**src/rtl/sctl_pkg.sv**
```systemverilog
package sctl_pkg;
    localparam int unsigned CTRL_W  = 8;
    localparam int unsigned FLAG_W  = 2;

    typedef struct packed {
        logic sclk;
        logic sel_n;
    } edge_st_t;

    typedef struct packed {
        logic [FLAG_W-1:0] prev;
        logic              irq;
        logic              viol;
    } stat_st_t;
endpackage

```
**src/rtl/sctl_edge.sv**
```systemverilog
module sctl_edge
    import sctl_pkg::*;
(
    input  logic clk,
    input  logic rst_n,
    input  logic ser_clk,
    input  logic ser_sel_n,
    output logic clk_rise,
    output logic clk_fall,
    output logic sel_fall,
    output logic sel_rise,
    output logic active
);
    edge_st_t st_d, st_q;

    always_comb begin
        st_d.sclk  = ser_clk;
        st_d.sel_n = ser_sel_n;
        clk_rise   = ser_clk & ~st_q.sclk;
        clk_fall   = ~ser_clk & st_q.sclk;
        sel_fall   = ~ser_sel_n & st_q.sel_n;
        sel_rise   = ser_sel_n & ~st_q.sel_n;
        active     = ~ser_sel_n;
    end

    always_ff @(posedge clk or negedge rst_n) begin
        if (!rst_n) begin
            st_q.sclk  <= 1'b0;
            st_q.sel_n <= 1'b1;
        end else begin
            st_q <= st_d;
        end
    end
endmodule

```
**src/rtl/sctl_stat.sv**
```systemverilog
module sctl_stat
    import sctl_pkg::*;
(
    input  logic clk,
    input  logic rst_n,
    input  logic sync_ok,
    input  logic sig_present,
    input  logic viol_pulse,
    input  logic clr_irq,
    input  logic clr_viol,
    output logic irq,
    output logic viol
);
    stat_st_t st_d, st_q;
    logic [FLAG_W-1:0] cur;
    logic              changed;

    always_comb begin
        cur     = {sync_ok, sig_present};
        changed = (cur != st_q.prev);
        st_d      = st_q;
        st_d.prev = cur;
        // a new change outranks the release
        if (changed)      st_d.irq = 1'b1;
        else if (clr_irq) st_d.irq = 1'b0;
        if (viol_pulse)    st_d.viol = 1'b1;
        else if (clr_viol) st_d.viol = 1'b0;
        irq  = st_q.irq;
        viol = st_q.viol;
    end

    always_ff @(posedge clk or negedge rst_n) begin
        if (!rst_n) begin
            st_q <= '0;
        end else begin
            st_q <= st_d;
        end
    end
endmodule

```
**src/rtl/sctl_shifter.sv**
```systemverilog
module sctl_shifter #(
    parameter int unsigned WIDTH = 8
) (
    input  logic             clk,
    input  logic             rst_n,
    input  logic             active,
    input  logic             clk_rise,
    input  logic             clk_fall,
    input  logic             sel_fall,
    input  logic             sel_rise,
    input  logic             din,
    input  logic [WIDTH-1:0] status,
    output logic             dout,
    output logic             dout_en,
    output logic [WIDTH-1:0] ctrl,
    output logic             first_rise
);
    localparam int unsigned CW = $clog2(WIDTH + 1);
    localparam logic [CW-1:0] FULL = CW'(WIDTH);
    localparam logic [CW-1:0] LAST = CW'(WIDTH - 1);

    typedef struct packed {
        logic [WIDTH-1:0] tx;
        logic [WIDTH-1:0] rx;
        logic [CW-1:0]    cnt;
        logic [WIDTH-1:0] ctrl;
        logic             dout;
        logic             oe;
    } sh_st_t;

    sh_st_t st_d, st_q;
    logic [WIDTH-1:0] rx_next;

    always_comb begin
        st_d       = st_q;
        rx_next    = {st_q.rx[WIDTH-2:0], din};
        first_rise = active & clk_rise & (st_q.cnt == '0);
        if (sel_fall) begin
            st_d.tx   = status;
            st_d.dout = status[WIDTH-1];
            st_d.rx   = '0;
            st_d.cnt  = '0;
            st_d.oe   = 1'b1;
        end else if (active) begin
            if (clk_rise && st_q.cnt != FULL) begin
                st_d.rx  = rx_next;
                st_d.cnt = st_q.cnt + 1'b1;
                if (st_q.cnt == LAST) st_d.ctrl = rx_next;
            end
            if (clk_fall) begin
                st_d.tx   = {st_q.tx[WIDTH-2:0], 1'b0};
                st_d.dout = st_q.tx[WIDTH-2];
            end
        end
        if (sel_rise) st_d.oe = 1'b0;
        dout    = st_q.dout;
        dout_en = st_q.oe;
        ctrl    = st_q.ctrl;
    end

    always_ff @(posedge clk or negedge rst_n) begin
        if (!rst_n) begin
            st_q <= '0;
        end else begin
            st_q <= st_d;
        end
    end
endmodule

```
**src/rtl/serctl_port.sv**
```systemverilog
module serctl_port
    import sctl_pkg::*;
#(
    parameter int unsigned WIDTH = CTRL_W
) (
    input  logic             clk,
    input  logic             rst_n,
    input  logic             ser_clk,
    input  logic             ser_sel_n,
    input  logic             ser_din,
    input  logic             sync_ok,
    input  logic             sig_present,
    input  logic             viol_pulse,
    output logic             ser_dout,
    output logic             ser_dout_en,
    output logic             irq_n,
    output logic [WIDTH-1:0] ctrl_word
);
    localparam int unsigned ECHO_LO = FLAG_W + 1;

    logic clk_rise, clk_fall, sel_fall, sel_rise, active;
    logic first_rise, irq, viol;
    logic [WIDTH-1:0] status;
    logic [WIDTH-1:0] ctrl_q;

    sctl_edge u_edge (
        .clk(clk), .rst_n(rst_n), .ser_clk(ser_clk), .ser_sel_n(ser_sel_n),
        .clk_rise(clk_rise), .clk_fall(clk_fall), .sel_fall(sel_fall),
        .sel_rise(sel_rise), .active(active)
    );

    sctl_stat u_stat (
        .clk(clk), .rst_n(rst_n), .sync_ok(sync_ok), .sig_present(sig_present),
        .viol_pulse(viol_pulse), .clr_irq(first_rise), .clr_viol(sel_rise),
        .irq(irq), .viol(viol)
    );

    always_comb begin
        status = {ctrl_q[WIDTH-1:ECHO_LO], viol, sync_ok, sig_present};
    end

    sctl_shifter #(.WIDTH(WIDTH)) u_shift (
        .clk(clk), .rst_n(rst_n), .active(active), .clk_rise(clk_rise),
        .clk_fall(clk_fall), .sel_fall(sel_fall), .sel_rise(sel_rise),
        .din(ser_din), .status(status), .dout(ser_dout), .dout_en(ser_dout_en),
        .ctrl(ctrl_q), .first_rise(first_rise)
    );

    assign ctrl_word = ctrl_q;
    assign irq_n     = ~irq;
endmodule

```
**config.mk**
```make
export PLATFORM = sky130hd
export DESIGN_NAME = serctl_port
export DESIGN_NICKNAME = d
export VERILOG_FILES = /design/src/rtl/sctl_pkg.sv /design/src/rtl/sctl_edge.sv /design/src/rtl/sctl_stat.sv /design/src/rtl/sctl_shifter.sv /design/src/rtl/serctl_port.sv
export SDC_FILE = /design/constraint.sdc
export NUM_CORES = 1
export LEC_CHECK = 0
export BUFFER_PORTS_ARGS = -buffer_cell sky130_fd_sc_hd__buf_2
export CAP_MARGIN = 40
export CORE_MARGIN = 2
export CORE_UTILIZATION = 50
export CTS_CLUSTER_DIAMETER = 120
export CTS_CLUSTER_SIZE = 12
export DETAILED_ROUTE_END_ITERATION = 10
export HOLD_SLACK_MARGIN = 0.06
export PLACE_DENSITY = 0.71
export SYNTH_ARGS = -nofsm -noshare
export SYNTH_HDL_FRONTEND = slang
export SYNTH_SLANG_ARGS = --single-unit
```
**constraint.sdc**
```tcl
create_clock -name clk -period 1.35 [get_ports clk]
set_input_delay 0.27 -clock clk [delete_from_list [all_inputs] [get_ports clk]]
set_output_delay 0.27 -clock clk [all_outputs]
set_load 0.02 [all_outputs]
```
---- Word-level counts from Yosys, hierarchy flattened ----
Index checks and enable logic that the tools add are counted.
operators by class
  add/sub/neg operators ................... 1
  equal/unequal tests ..................... 4
  mux-type cells .......................... 13
  bitwise gates (word level) .............. 12
  reductions and logical operators ........ 10
operator list
  cell                 count
  $mux 28              1
  $mux 20              1
  $mux 19              1
  $reduce_bool 2->1    5
  $mux 1               8
  $mux 8               1
  $mux 7               1
  $and 1x1->1          6
  $not 1->1            6
  $add 4x1->4 const B  1
  $eq 4x3->1 const B   1
  $logic_not 4->1      1
  $ne 4x4->1 const B   1
  $reduce_and 2->1     2
  $reduce_and 4->1     1
  $ne 2x1->1 const B   1
  $ne 2x2->1           1
  $logic_and 1x1->1    1
word-level totals
  register bits ........................... 34
  input bits .............................. 8
  output and inout bits ................... 11
  logic and storage cells ................. 51

---- Longest topological paths before layout ----
  depth in word-level cells ............... 6
  mapped depth ............................ 6
  mapped depth without buffers ............ 5

---- By module ----
From an unflattened synthesis, not the netlist that was laid out.
second synthesis, totals
  cells, all modules ...................... 124
  area total of the unflattened synthesis .. 1505.2 um^2
by module, submodules not included
  module        times used  cells an instance  area each (um^2)  sequential area each (um^2)
  sctl_shifter  1           106                1276.2            700.7
  sctl_stat     1           10                 140.1             100.1
  sctl_edge     1           7                  85.1              51.3
  serctl_port   1           1                  3.8               0.0

---- Least setup slack after synthesis ----
Ideal clock, no wire load.
  kind .................................... reg-to-reg
  start ................................... register u_shift.st_q[10] (netlist bit)
  end ..................................... register u_shift.st_q, in the netlist u_shift.ctrl[0]
  arrival time ............................ 1332 ps
  data required time ...................... 1225 ps
  slack ................................... -107 ps
  cell stages (with the launch flop) ...... 5
  clock period less this slack ............ 1457 ps
  cells stage by stage .................... dfrtp_1 -> ha_1 -> nand3b_4 -> nor3_4 -> mux2_2
on the way
  longest elaborated chain between the ends .. 3
  elaborated cells between the ends (all ways) .. 4
  those cells by class .................... 2 x eq/ne; 2 x reduce/logical
ends and longest elaborated chain
  item                                 RTL line            text
  start: declaration                   sctl_shifter.sv:31  sh_st_t st_d, st_q;
  start signal: assignment             sctl_shifter.sv:65  st_q <= st_d;
  $ne 4x4->1                           sctl_shifter.sv:45  if (clk_rise && st_q.cnt != FULL) begin
  $logic_and 1x1->1                    sctl_shifter.sv:45
  $reduce_and 4->1 (no source line) *  n/a
Mark *: on every way between the ends. The rest lies on a longest branch, timed or not.
A chain may end at the register's enable or synchronous reset.

---- Worst setup path in the final report ----
  start ................................... register u_shift.st_q[11] (netlist bit)
  end ..................................... register u_shift.st_q, in the netlist u_shift.ctrl[0]
Same word-level chain as after synthesis.

==> impl_results.md <==
- First-pass GRT wire length: approximately 4800 um
- Seq pwr share: 0.574
- Peak supply drop: 0.4570 mV
- Max-Cap Viols: 0
- Antenna violations before repair: 0
- Placed instance area: between 1500 and 2000 um2
- Initial cell density of the core: 0.5266
- Worst flop-to-flop path endpoint: u_shift.ctrl[0]
- RSZ-0062 raised after global routing: true
- CTS buffer count: 5
- H-tree depth: 2
- Die X: 60.71 um
- Wire per inst: 13.38 um
- # diodes: 0
- Fmax: 672.8 MHz
- Site Rows: 20
- Setup Skew: 0.006712 ns
- Post-synth cell types: 28
- Most common cell in the synthesized netlist: dfrtp_1
- Worst-Skew Late Latency: roughly 0.33 ns
- Fin crit period: 1.486 ns
- Number of flops mapped to enable cells by yosys: 0
- Area growth syn-to-layout: 19.07%
- Yosys top cell by area: dfrtp_1
- Cell count after synthesis: 132
- Half-perimeter wire length after placement: 1896 um
- Antenna Nets Post-Route: 0
- Max Slew Vio Count: 0
- Total number of vias: about 1000
- Ys Warns: 0
- Pwr per Cell Area: 994.3 nW/um2
- Clock transition at the registers of the reported paths: roughly 0.10 ns
- Hold_sp: sig_present
- Worst Hold Class: primary input to register
- Seq cells post-synth: 34
- Int Pwr: 0.001433 W
- Top cells by area, synth: dfrtp_1 51%, mux2i_1 9.3%, mux2_2 7.0%
- Fill count: about 250
- Reg2reg path depth: 5
- Pleak: roughly 0.92 nW
- Port buffer count: 18
- Failing checks: negative setup slack
- Final Cycle Share: 1.101
- DR iter-0 viols: 30
- P_sw: 0.0004709 W
- Ports: 19
- Reg2reg start: u_shift.st_q[11]
- Worst-Margin Slew: 0.4225 ns
- GRT Total Usage: 0.1842
- Hold EP: u_stat.st_q[2]
- Syn Nets: about 150
- Fin area: between 1500 and 2000 um2
- Setup slack, reg-to-reg: -0.14 ns
- Syn_area_per_cell: 12.18 um2
- CTS root buf: clkbuf_4
- Worst setup EP type: register
- CTS tree: yes
- Combinational Power Share: 0.120
- Share of the synthesized area in the top cell type: 0.5136
- Die height: 60.71 um
- RePlAce Congestion: around 0.75
- Top FF cell, synth: dfrtp_1
- TritonRoute pass-1 iters: 5
- TNS Setup: -1.251 ns
- Clock group share of total power: 0.306
- Vias in the first global route: 1067
- Worst-path maximum fanout: 8
- Post-synthesis sequential area ratio: 0.5300
- Slew margin rel.: 0.7183
- Core area: 3053 um2
- GR Overflow Total: 0
- Layout cells sized above 1: 0.4074
- Drt drc: 0
- WS Path Type: register to register
- Fraction of registers with async set or reset after synthesis: 1.000
- Largest net degree at the start of global routing: 35
- Outcome: complete, but fails checks
- Hold Path Stages: 1
- Max clock buf depth: 2
- Commonest cells in the netlist: 33 x dfrtp_1, 15 x mux2i_1, 11 x nand2b_1, 10 x mux2_2, 10 x nand2_1
- CP Data Arrival Time: 1.71 ns
- Pre-CTS WS: -0.1451 ns
- Sw Share: 0.2474
- Hold Vio Cnt, Final: 0
- CP Launch Type: register
- Final Setup Violations: 18
- Number of nets in the layout: 174
- Setup ws final: -0.1364 ns
- Synthesized area: 1608 um2
- Routed wire length: between 2000 and 3000 um
- Worst path required time: 1.57 ns
- Tot Pwr: 0.001903 W
- Die ar.: 3685 um2
- Vias per cell: between 4 and 5
- Clock sink count: 34
through the flow:
stage	util	hold WS (ns)	cells
6_report	0.6270	0.08222	206
5_1_grt	0.6270	0.06510	206
4_1_cts	0.6172	0.06412	204
3_5_place_dp	0.5803	0.3274	194
3_3_place_gp	0.5803	0.3170	194
2_1_floorplan	-	-0.02559	132
flip-flops by register name, summed over array words and instances (netlist names):
signal and count:
u_edge.st_q 2, u_shift.ctrl 8, u_shift.dout 1, u_shift.dout_en 1, u_shift.rx_next 7, u_shift.st_q 11
u_stat.irq 1, u_stat.st_q 2, u_stat.viol 1
cells in the final DEF (no fill, tap or decap):
cell,synthesis,final
inv_2,0,2
a31oi_1,1,1
clkinv_2,0,1
ha_2,0,4
buf_12,0,1
o21ai_0,8,8
mux2_2,10,5
a21o_1,1,1
nor3b_2,1,2
xor2_1,2,2
o21a_1,2,2
clkbuf_8,0,1
mux2_4,1,6
clkbuf_1,2,1
nand3b_4,1,1
clkbuf_4,0,5
buf_4,9,13
dlygate4sd3_1,0,1
mux2i_1,15,15
o21ba_2,1,1
nand2_2,0,1
nor4b_2,0,1
dfstp_2,1,1
nand4_1,1,1
or3_1,1,1
buf_2,1,18
ha_1,5,1
nor3_4,1,1
nor2b_1,1,1
buf_6,1,2
dfrtp_1,33,33
nand2b_1,11,11
inv_1,6,4
nor2_1,4,4
nand2_1,10,9
how the worst max path moves through the flow:
stage                           startpoint                 end  slack, ns  cells past startpoint
after global routing      u_shift.st_q[10]     u_shift.ctrl[2]      -0.19                      5
after detailed placement         ser_sel_n  u_shift.rx_next[1]      -0.15                      6
final                     u_shift.st_q[11]     u_shift.ctrl[0]      -0.14                      5
after CTS                 u_shift.st_q[11]     u_shift.ctrl[0]      -0.13                      5
after global placement           ser_sel_n     u_shift.ctrl[7]      -0.11                      7
after floorplan             u_edge.st_q[0]     u_shift.ctrl[0]      -0.07                      5
kinds of logic after synthesis:
logic type / Yosys count / share of synthesized area
flops: 34 / 0.5300
simple gates: 33 / 0.1276
mux: 26 / 0.1728
buf+inv: 19 / 0.07081
compound gates: 13 / 0.04903
fa+ha+maj: 5 / 0.03891
xor+xnor: 2 / 0.01090
critical path: stages (launching register included):
cell and delay (ns):
dfrtp_1 0.42, ha_2 0.22, nand3b_4 0.10, nor3_4 0.16, buf_12 0.16, mux2_2 0.32
layout make-up:
class | count | area [um2] | area share
sequential | 34 | 852.1 | 0.4451
multi-input combinational | 79 | 684.4 | 0.3575
clock buffer | 7 | 55.05 | 0.02876
timing repair buffer | 35 | 240.2 | 0.1255
tap | 44 | 55.05 | 0.02876
clock inverter | 1 | 5.005 | 0.002614
inverter | 6 | 22.52 | 0.01176
metal layers:
layer / GRT usage / up-vias / routed length, um
li1: - / 492 / -
met1: 0.2262 / 497 / 1269
met2: 0.3026 / 22 / 1327
met3: 0.05757 / 4 / 121
met4: 0.07453 / 0 / 37
met5: 0 / - / 0
power groups by stage:
stage	Sequential, W	Combinational, W	Clock (W)
after floorplan	0.00111	0.000110	0
after global placement	0.00111	0.000192	0
after detailed placement	0.00111	0.000201	0
after CTS	0.00109	0.000215	0.000611
after global routing	0.00110	0.000255	0.000653
final	0.00109	0.000229	0.000583
what timing repair did:
item                                    4_1_cts  5_1_grt
cloned                                        0        0
buffers inserted                              2        2
hold buffers                                  1        0
gates resized for setup                      11        5
endpoints found under the setup margin       19       23
pin swaps                                     2        3
hold endpoints to repair                     33        0
No activity file was read; power rests on OpenSTA's default activity.
